**config.mk**
```make
export PLATFORM = sky130hd
export DESIGN_NAME = soft_mute_ramp
export DESIGN_NICKNAME = d
export VERILOG_FILES = /design/src/rtl/smr_pkg.sv /design/src/rtl/smr_frame_sync.sv /design/src/rtl/smr_init_timer.sv /design/src/rtl/smr_ramp_counter.sv /design/src/rtl/smr_gain_scaler.sv /design/src/rtl/soft_mute_ramp.sv
export SDC_FILE = /design/constraint.sdc
export NUM_CORES = 1
export LEC_CHECK = 0
export BUFFER_PORTS_ARGS = -buffer_cell sky130_fd_sc_hd__buf_2
export CAP_MARGIN = 20
export CORE_UTILIZATION = 55
export DETAILED_ROUTE_END_ITERATION = 10
export MAX_ROUTING_LAYER = met4
export PLACE_DENSITY_LB_ADDON = 0.3
export RECOVER_POWER = 25
export SKIP_CTS_REPAIR_TIMING = 1
export SLEW_MARGIN = 5
export SYNTH_ARGS = -nofsm -noshare
export SYNTH_HDL_FRONTEND = slang
export SYNTH_SLANG_ARGS = --single-unit
```
**constraint.sdc**
```tcl
create_clock -name clk -period 6.1 [get_ports clk]
set_input_delay 0.61 -clock clk [delete_from_list [all_inputs] [get_ports clk]]
set_output_delay 0.61 -clock clk [all_outputs]
set_load 0.01 [all_outputs]
```
**src/rtl/smr_pkg.sv**
```systemverilog
// Shared types and helpers for the soft-mute ramp controller.
// Assumes nothing beyond IEEE 1800-2017 synthesizable constructs.
package smr_pkg;

    // Direction the attenuation counter takes on the next frame step.
    typedef enum logic [1:0] {
        RAMP_HOLD = 2'b00,
        RAMP_UP   = 2'b01,
        RAMP_DOWN = 2'b10
    } ramp_dir_e;

    // Width needed to hold values 0..n.
    function automatic int unsigned span_bits(input int unsigned n);
        return (n < 2) ? 1 : $clog2(n + 1);
    endfunction

endpackage

```
**src/rtl/smr_frame_sync.sv**
```systemverilog
// Frame-clock synchroniser and rising-edge detector.
// Brings the asynchronous frame clock through SYNC_STAGES flops and emits a
// one-cycle step pulse per rising edge. Assumes the frame clock stays high
// and low for at least two system clocks each.
module smr_frame_sync #(
    parameter int SYNC_STAGES = 2
) (
    input  logic clk,
    input  logic rst_n,
    input  logic frame_clk,
    output logic frame_tick
);

    logic [SYNC_STAGES-1:0] sync_q;
    logic                   last_q;

    // Synchroniser chain, one flop per stage.
    generate
        for (genvar g = 0; g < SYNC_STAGES; g++) begin : g_stage
            if (g == 0) begin : g_first
                // First stage samples the asynchronous clock.
                always_ff @(posedge clk) begin
                    if (!rst_n) sync_q[0] <= 1'b0;
                    else        sync_q[0] <= frame_clk;
                end
            end else begin : g_next
                // Later stages resolve metastability.
                always_ff @(posedge clk) begin
                    if (!rst_n) sync_q[g] <= 1'b0;
                    else        sync_q[g] <= sync_q[g-1];
                end
            end
        end
    endgenerate

    // Delayed copy of the synchronised level for edge detection.
    always_ff @(posedge clk) begin
        if (!rst_n) last_q <= 1'b0;
        else        last_q <= sync_q[SYNC_STAGES-1];
    end

    // Rising edge of the synchronised frame clock.
    always_comb begin
        frame_tick = sync_q[SYNC_STAGES-1] & ~last_q;
    end


    tick_single_chk: assert property (@(posedge clk) disable iff (!rst_n)
        frame_tick |=> !frame_tick);

endmodule

```
**src/rtl/smr_init_timer.sv**
```systemverilog
// Settling-period timer that drives the mute-out flag.
// A rising enable, or a rate-change strobe while enabled, loads INIT_FRAMES
// and raises the flag; each frame step counts down; the flag clears when the
// count reaches zero. A trigger in the same cycle as a step wins.
module smr_init_timer #(
    parameter int INIT_FRAMES = 4096,
    localparam int TMR_W      = smr_pkg::span_bits(INIT_FRAMES)
) (
    input  logic clk,
    input  logic rst_n,
    input  logic enable,
    input  logic rate_change,
    input  logic frame_tick,
    output logic mute_out
);

    logic [TMR_W-1:0] tmr_q;
    logic             en_q;
    logic             trigger;

    // Trigger on enable rising edge or on a rate change while enabled.
    always_comb begin
        trigger = enable & (~en_q | rate_change);
    end

    // Previous enable level for edge detection.
    always_ff @(posedge clk) begin
        if (!rst_n) en_q <= 1'b0;
        else        en_q <= enable;
    end

    // Load, count down and clear the settling timer and its flag.
    always_ff @(posedge clk) begin
        if (!rst_n) begin
            tmr_q    <= '0;
            mute_out <= 1'b0;
        end else if (!enable) begin
            tmr_q    <= '0;
            mute_out <= 1'b0;
        end else if (trigger) begin
            tmr_q    <= TMR_W'(INIT_FRAMES);
            mute_out <= 1'b1;
        end else if (frame_tick && (tmr_q != '0)) begin
            tmr_q <= tmr_q - 1'b1;
            if (tmr_q == TMR_W'(1)) mute_out <= 1'b0;
        end
    end


    enable_sets_chk: assert property (@(posedge clk) disable iff (!rst_n)
        ($rose(enable) && $past(rst_n)) |=> mute_out);

    retrigger_sets_chk: assert property (@(posedge clk) disable iff (!rst_n)
        (enable && rate_change) |=> mute_out);

    disabled_clear_chk: assert property (@(posedge clk) disable iff (!rst_n)
        !enable |=> !mute_out);

    hold_between_steps_chk: assert property (@(posedge clk) disable iff (!rst_n)
        (mute_out && enable && !frame_tick) |=> mute_out);

endmodule

```
**src/rtl/smr_ramp_counter.sv**
```systemverilog
// Saturating up/down attenuation counter.
// Steps once per frame tick: up while mute is requested, down otherwise,
// holding at 0 and at the all-ones value. A change of request reverses the
// direction from the present value.
module smr_ramp_counter #(
    parameter int CNT_W = 12,
    localparam logic [CNT_W-1:0] CNT_MAX = {CNT_W{1'b1}}
) (
    input  logic             clk,
    input  logic             rst_n,
    input  logic             frame_tick,
    input  logic             mute_req,
    output logic [CNT_W-1:0] gain_cnt
);

    import smr_pkg::*;

    ramp_dir_e dir;

    // Choose this step's direction from the request and the saturation limits.
    always_comb begin
        dir = RAMP_HOLD;
        if (frame_tick) begin
            if (mute_req && (gain_cnt != CNT_MAX))   dir = RAMP_UP;
            else if (!mute_req && (gain_cnt != '0))  dir = RAMP_DOWN;
        end
    end

    // Apply the chosen step to the attenuation count.
    always_ff @(posedge clk) begin
        if (!rst_n) begin
            gain_cnt <= '0;
        end else begin
            unique case (dir)
                RAMP_UP:   gain_cnt <= gain_cnt + 1'b1;
                RAMP_DOWN: gain_cnt <= gain_cnt - 1'b1;
                default:   gain_cnt <= gain_cnt;
            endcase
        end
    end


    no_step_without_tick_chk: assert property (@(posedge clk) disable iff (!rst_n)
        !frame_tick |=> $stable(gain_cnt));

    top_saturate_chk: assert property (@(posedge clk) disable iff (!rst_n)
        (frame_tick && mute_req && gain_cnt == CNT_MAX) |=> gain_cnt == CNT_MAX);

    bottom_saturate_chk: assert property (@(posedge clk) disable iff (!rst_n)
        (frame_tick && !mute_req && gain_cnt == '0) |=> gain_cnt == '0);

    up_step_chk: assert property (@(posedge clk) disable iff (!rst_n)
        (frame_tick && mute_req && gain_cnt != CNT_MAX) |=> gain_cnt == $past(gain_cnt) + 1'b1);

    down_step_chk: assert property (@(posedge clk) disable iff (!rst_n)
        (frame_tick && !mute_req && gain_cnt != '0) |=> gain_cnt == $past(gain_cnt) - 1'b1);

endmodule

```
**src/rtl/smr_gain_scaler.sv**
```systemverilog
// Registered sample scaler.
// out = trunc(in * (MAX - cnt) / 2^CNT_W) rounding toward zero; a count of
// zero passes the sample unchanged and the all-ones count gives zero.
// Assumes signed two's-complement samples.
module smr_gain_scaler #(
    parameter int DATA_W = 24,
    parameter int CNT_W  = 12,
    localparam int PROD_W = DATA_W + CNT_W + 1,
    localparam logic [CNT_W-1:0] CNT_MAX = {CNT_W{1'b1}}
) (
    input  logic              clk,
    input  logic              rst_n,
    input  logic [CNT_W-1:0]  gain_cnt,
    input  logic [DATA_W-1:0] in_data,
    input  logic              in_valid,
    output logic [DATA_W-1:0] out_data,
    output logic              out_valid
);

    localparam logic signed [PROD_W-1:0] RND_BIAS = PROD_W'((1 << CNT_W) - 1);

    logic signed [DATA_W-1:0] sample_s;
    logic signed [CNT_W:0]    gain_s;
    logic signed [PROD_W-1:0] prod;
    logic signed [PROD_W-1:0] biased;
    logic signed [PROD_W-1:0] shifted;
    logic        [DATA_W-1:0] scaled;

    // Multiply by the gain and shift down, rounding toward zero.
    always_comb begin
        sample_s = $signed(in_data);
        gain_s   = $signed({1'b0, CNT_MAX - gain_cnt});
        prod     = PROD_W'(sample_s) * PROD_W'(gain_s);
        biased   = prod[PROD_W-1] ? (prod + RND_BIAS) : prod;
        shifted  = biased >>> CNT_W;
        if (gain_cnt == '0)           scaled = in_data;
        else if (gain_cnt == CNT_MAX) scaled = '0;
        else                          scaled = shifted[DATA_W-1:0];
    end

    // Output register stage for data and qualifier.
    always_ff @(posedge clk) begin
        if (!rst_n) begin
            out_data  <= '0;
            out_valid <= 1'b0;
        end else begin
            out_data  <= scaled;
            out_valid <= in_valid;
        end
    end


    valid_follow_chk: assert property (@(posedge clk) disable iff (!rst_n)
        in_valid |=> out_valid);

    invalid_follow_chk: assert property (@(posedge clk) disable iff (!rst_n)
        !in_valid |=> !out_valid);

    full_mute_zero_chk: assert property (@(posedge clk) disable iff (!rst_n)
        (gain_cnt == CNT_MAX) |=> out_data == '0);

    unity_pass_chk: assert property (@(posedge clk) disable iff (!rst_n)
        (gain_cnt == '0) |=> out_data == $past(in_data));

endmodule

```
**src/rtl/soft_mute_ramp.sv**
```systemverilog
// Linear soft-mute ramp controller (top).
// Joins the frame synchroniser, the settling timer, the attenuation counter
// and the sample scaler, and selects the mute request source.
// Assumes frame_clk phases each last two or more system clocks.
module soft_mute_ramp #(
    parameter int DATA_W      = 24,
    parameter int CNT_W       = 12,
    parameter int INIT_FRAMES = 4096,
    parameter int SYNC_STAGES = 2
) (
    input  logic              clk,
    input  logic              rst_n,
    input  logic              frame_clk,
    input  logic [DATA_W-1:0] in_data,
    input  logic              in_valid,
    output logic [DATA_W-1:0] out_data,
    output logic              out_valid,
    input  logic              conv_enable,
    input  logic              rate_change,
    input  logic              auto_mute_off,
    input  logic              mute_ext,
    output logic              mute_out
);

    logic             frame_tick;
    logic             mute_req;
    logic [CNT_W-1:0] gain_cnt;

    // Frame step generation.
    smr_frame_sync #(.SYNC_STAGES(SYNC_STAGES)) u_sync (
        .clk        (clk),
        .rst_n      (rst_n),
        .frame_clk  (frame_clk),
        .frame_tick (frame_tick)
    );

    // Settling period and mute-out flag.
    smr_init_timer #(.INIT_FRAMES(INIT_FRAMES)) u_timer (
        .clk         (clk),
        .rst_n       (rst_n),
        .enable      (conv_enable),
        .rate_change (rate_change),
        .frame_tick  (frame_tick),
        .mute_out    (mute_out)
    );

    // Mute source: automatic loop unless defeated.
    always_comb begin
        mute_req = auto_mute_off ? mute_ext : mute_out;
    end

    // Attenuation ramp.
    smr_ramp_counter #(.CNT_W(CNT_W)) u_ramp (
        .clk        (clk),
        .rst_n      (rst_n),
        .frame_tick (frame_tick),
        .mute_req   (mute_req),
        .gain_cnt   (gain_cnt)
    );

    // Sample scaling and output register.
    smr_gain_scaler #(.DATA_W(DATA_W), .CNT_W(CNT_W)) u_scale (
        .clk       (clk),
        .rst_n     (rst_n),
        .gain_cnt  (gain_cnt),
        .in_data   (in_data),
        .in_valid  (in_valid),
        .out_data  (out_data),
        .out_valid (out_valid)
    );


    reset_clear_chk: assert property (@(posedge clk)
        !rst_n |=> (!out_valid && out_data == '0 && !mute_out));

    auto_source_chk: assert property (@(posedge clk) disable iff (!rst_n)
        !auto_mute_off |-> (mute_req == mute_out));

    manual_source_chk: assert property (@(posedge clk) disable iff (!rst_n)
        auto_mute_off |-> (mute_req == mute_ext));

endmodule

```
; After elaboration in Yosys (flattened, before gate mapping)
; Index checks and enable logic that the tools add are counted.
[word_totals]
reg_bits = 55
[op_classes]
n_bitwise = 7
n_mux = 13
n_reduce_logical = 13
n_eq_ne = 5
n_mul = 1
n_addsub = 5
[ops]
columns = op, count
row1 = two-way mux 24 bit, 2
row2 = multiplier 24 x 13 -> 37 bit, 1
row3 = adder 36 x 13 -> 36 bit (second input constant), 1
row4 = two-way mux 36 bit, 1
row5 = two-way mux 13 bit, 2
row6 = one-hot mux 12 bit (2 select lines), 1
row7 = == test 13 x 1 -> 1 bit (second input constant), 1
row8 = nonzero test 13 bit, 1
row9 = subtractor 13 x 1 -> 13 bit (second input constant), 1
row10 = adder 12 x 1 -> 12 bit (second input constant), 1
row11 = == test 12 bit (second input constant), 1
row12 = zero test 12 bit, 1
row13 = inequality test 12 bit (second input constant), 1
row14 = nonzero test 12 bit, 1
row15 = subtractor 12 x 1 -> 12 bit (second input constant), 1
row16 = subtractor 12 bit (first input constant), 1
row17 = two-way mux 2 bit, 3
row18 = nonzero test 2 bit, 3
row19 = two-way mux 1 bit, 4
row20 = NOT 1 bit, 4
row21 = AND reduction 2 bit, 2
row22 = logical AND 1 bit, 3
row23 = OR reduction 3 bit, 1
row24 = AND 1 bit, 2
row25 = 4 further kinds, 4

; Logic depth before layout (Yosys ltp)
[depth]
depth_word = 8
ltp_mapped = 27
depth_no_buf = 24

; Modules after synthesis
; Synthesis repeated with hierarchy kept, for this count alone.
[hier_totals]
hier_cells = 1675
hier_area_um2 = 14321.2
[modules_own_cells]
columns = module, seq_area_each_um2, instances, cells_each, area_each_um2
row1 = smr_gain_scaler, 500.5, 1, 1445, 12393.1
row2 = smr_ramp_counter, 240.2, 1, 129, 1031.0
row3 = smr_init_timer, 300.3, 1, 93, 789.5
row4 = smr_frame_sync, 60.1, 1, 7, 92.6
row5 = soft_mute_ramp, 0.0, 1, 1, 15.0

; Worst setup path after synthesis
; Ideal clock, no wire load.
[synth_path]
path_type = register -> register
startpoint = register u_ramp.gain_cnt[3]
endpoint = register u_scale.out_data[20]
stages_incl_launch_ff = 26
setup_ns = 0.062
period_less_slack_ns = 6.627
path_buffers = 4
path_slack_ns = -0.527
arrival_time_ns = 6.565
cell_sequence = dfxtp_1 > clkbuf_1 > clkbuf_1 > nor2b_1 > fa_1 > inv_1 > fa_1 > inv_1 > fa_1 > fa_1 > inv_1 > fa_1 > inv_1 > ha_1 > clkbuf_1 > nand2_1 > a2111oi_4 > nor4_1 > or3b_1 > nand4bb_4 > nor4b_4 > and4_1 > buf_4 > nand3_2 > or4_1 > nand3_1
[synth_via]
elab_chain_len = 6
word_cells_on_any_way = 8
classes_between = add/sub: 2 / mul: 1 / eq/ne: 1 / mux: 3 / reduce/logical: 1
[synth_rtl]
columns = element, line
row1 = from (decl), smr_ramp_counter.sv:13  ; output logic [CNT_W-1:0] gain_cnt
row2 = from (signal assigned), smr_ramp_counter.sv:35  ; RAMP_UP: gain_cnt <= gain_cnt + 1'b1;
row3 = from (signal assigned), smr_ramp_counter.sv:36  ; RAMP_DOWN: gain_cnt <= gain_cnt - 1'b1;
row4 = from (signal assigned), smr_ramp_counter.sv:37  ; default: gain_cnt <= gain_cnt;
row5 = subtractor 12 bit, smr_gain_scaler.sv:32  ; gain_s = $signed({1'b0, CNT_MAX - gain_cnt});
row6 = multiplier 24 x 13 -> 37 bit, smr_gain_scaler.sv:33  ; prod = PROD_W'(sample_s) * PROD_W'(gain_s);
row7 = adder 36 x 13 -> 36 bit, smr_gain_scaler.sv:34  ; biased = prod[PROD_W-1] ? (prod + RND_BIAS) : prod;
row8 = two-way mux 36 bit, smr_gain_scaler.sv:34
row9 = two-way mux 24 bit, smr_gain_scaler.sv:37  ; else if (gain_cnt == CNT_MAX) scaled = '0;
row10 = two-way mux 24 bit *, smr_gain_scaler.sv:36  ; if (gain_cnt == '0) scaled = in_data;
row11 = to (signal assigned), smr_gain_scaler.sv:47  ; out_data <= scaled;
row12 = to (decl), smr_gain_scaler.sv:16  ; output logic [DATA_W-1:0] out_data,
; Every way passes the cells marked *; elsewhere a longest branch is shown, timed or not.
; A chain may end at the register's enable or synchronous reset.

; Final worst setup path
[layout_path]
startpoint = register u_ramp.gain_cnt[2]
endpoint = register u_scale.out_data[15]
; Same word-level chain as after synthesis.

==> run metrics <==
CTS Buf Count=5; CP Data Required Time=around 6.3 ns; Die Span Y=~160 um; max-slew violations=0; commonest non-fill, non-tap cell in the layout=inv_1; final critical-path share of the clock period=1.031; Final setup viols=12; Hold Crit Class=flip-flop to flip-flop; DRC viols=0; DR WL/cell=around 17 um; critical path type=flip-flop to flip-flop; largest net degree at the start of global routing=29; Clock Path Buffers=2; placed wire-length estimate=32.05 mm; CTS clk-pin slew, worst paths=approximately 0.08 ns; die area=between 0.02 and 0.03 mm^2; nets=~2300; first-pass GRT wire length=slightly above 60 mm; FP Rows=slightly below 60; TNS Setup=-0.9202 ns; highest clock rate=roughly 160 MHz; Slew HR=0.1964; worst setup margin=-0.1866 ns; worst slew pin tran=roughly 1.2 ns; RSZ-0062 raised after global routing=yes; initial antenna violation count=0; vias in the first global route=around 13000; root buffer cell=clkbuf_16; drt pass-1 iters=7; Final min period=about 6.3 ns; DR vias=12012; routing usage on met3=0.02068; Initial Util=0.5606; synthesis-stage register bit count=55; met1 usage=0.3581; clk_lat worst skew=slightly above 0.3 ns; WP data arrival=6.49 ns; htree depth=2; max-cap viol count=0; GR peak layer=met2; status=finished, violations left; ys flop type=dfxtp_1; final hold viol count=0; async set-reset flop share out of synthesis=0; n_diodes=0; gpl congestion=between 0.9 and 1; GR Util met2=0.5468; number of synthesized flops with an enable pin=0; I/O pin count=58; layout cells sized above 1=0.2713; register area share after synthesis=0.07799; Synth cell types=72; Warnings, synthesis=0; critical path capture point type=flip-flop; Final ANT Viol Nets=0; syn avg cell area=8.510 um^2; vias per cell=roughly 5.3; CTS sink cnt=55; Syn Inst Count=~1700; area grow syn2layout=28.23%; core area=approximately 0.025 mm^2; die width=between 150 and 200 um; Syn Nets=a little over 2000; hold slack=0.4863 ns; clock skew=~0.0096 ns; IO Port Bufs=57; commonest cells after routing, fill and taps aside=340 x inv_1, 254 x buf_4, 250 x fa_1; CTS tree=built; routed wire length=between 30 and 40 mm; Mapped Area=about 0.014 mm^2; Iter 0 DRT Violations=about 650; GRT Util Overall=0.3087; failing checks=negative setup slack; Congestion Overflow GR=0; CP Launch Type=flip-flop; worst-path maximum fanout=8
==> state kept, by name, indices dropped and copies added, names as in the netlist <==
name / flops
u_ramp.gain_cnt: 12
u_sync.sync_q: 2
u_timer.mute_out: 1
u_sync.last_q: 1
u_scale.out_valid: 1
u_timer.en_q: 1
u_scale.out_data: 24
u_timer.tmr_q: 13
==> final cells by class <==
type                    count  area [um^2]
clock inverters             3        27.53
flip-flops and latches     55         1119
inverters                 361         1358
repair buffers            343         2750
fillers                  1899         7079
multi-input cells        1161        12310
well taps                 330        412.9
clock buffers               5        125.1
==> kinds of logic after synthesis <==
logic type / Yosys count / synth area share
flops: 55 / 0.07799
mux: 3 / 0.002216
buf+inv: 443 / 0.1186
simple gates: 561 / 0.2274
fa+ha+maj: 355 / 0.4524
xor+xnor: 62 / 0.03846
compound gates: 180 / 0.08296
==> metrics by stage <==
step / setup slack [ns] / std cells / area (um^2) / util
floorplan: -0.1992 / 1659 / 14620 / -
global placement: -0.6322 / 2220 / 16890 / 0.6706
detailed placement: -0.7037 / 2220 / 16890 / 0.6706
CTS: -0.6096 / 2228 / 17040 / 0.6766
global route: -0.3592 / 2258 / 18100 / 0.7189
finish: -0.1866 / 2258 / 18100 / 0.7189
==> cell usage after synthesis (all sizes together), types with 6 or more instances <==
library cell	instances	share of area
a21boi	6	0.0032
o21ai	46	0.016
and2	21	0.0093
a31oi	6	0.0027
o211ai	7	0.0037
dfxtp	55	0.078
nor2b	153	0.068
fa	259	0.37
a21o	22	0.012
or3	12	0.0053
nand3	18	0.0067
nand4	15	0.0071
clkbuf	76	0.020
nor2	48	0.013
nand2b	131	0.058
nor3	25	0.0092
a21oi	45	0.016
and3	8	0.0035
o31ai	7	0.0037
buf	6	0.0023
ha	96	0.085
a211oi	9	0.0048
xnor2	43	0.027
inv	361	0.096
nor4	12	0.0053
xor2	19	0.012
nand2	90	0.024
==> worst max-delay path: stages (launching register included) <==
cell	delay, ns
dfxtp_2	0.36
buf_12	0.15
buf_4	0.12
nor2b_2	0.04
fa_1	0.50
inv_1	0.05
fa_1	0.48
inv_1	0.08
fa_1	0.48
fa_1	0.58
inv_2	0.04
fa_1	0.49
inv_2	0.05
ha_4	0.32
nand2_4	0.08
a2111oi_4	0.38
nor4_1	0.08
or3b_1	0.42
nand4bb_4	0.27
nor4b_4	0.33
and4_4	0.31
xor2_1	0.28
o21ai_0	0.12
buf_4	0.18
==> path summary, 6_finish.rpt <==
check | start | endpoint | depth (start not counted) | slack [ns]
setup / recovery | u_ramp.gain_cnt[2]$_SDFFE_PN0P_ | u_scale.out_data[15]$_SDFF_PN0_ | 23 | -0.19
hold / removal | u_timer.mute_out$_SDFFE_PN0P_ | u_timer.mute_out$_SDFFE_PN0P_ | 2 | 0.49
setup reg to reg | u_ramp.gain_cnt[2]$_SDFFE_PN0P_ | u_scale.out_data[15]$_SDFF_PN0_ | 23 | -0.19
hold reg to reg | u_timer.mute_out$_SDFFE_PN0P_ | u_timer.mute_out$_SDFFE_PN0P_ | 2 | 0.49
==> metal layers <==
layer,routed length [um],part of all wire,vias to the layer above
li1,-,-,5602
met1,15790,0.40,5997
met2,20300,0.52,312
met3,1341,0.034,101
met4,1770,0.045,0
met5,0,0,-
Power is not shown: default switching activity piles up to over one toggle a cycle in this logic, so the estimate is an artifact.
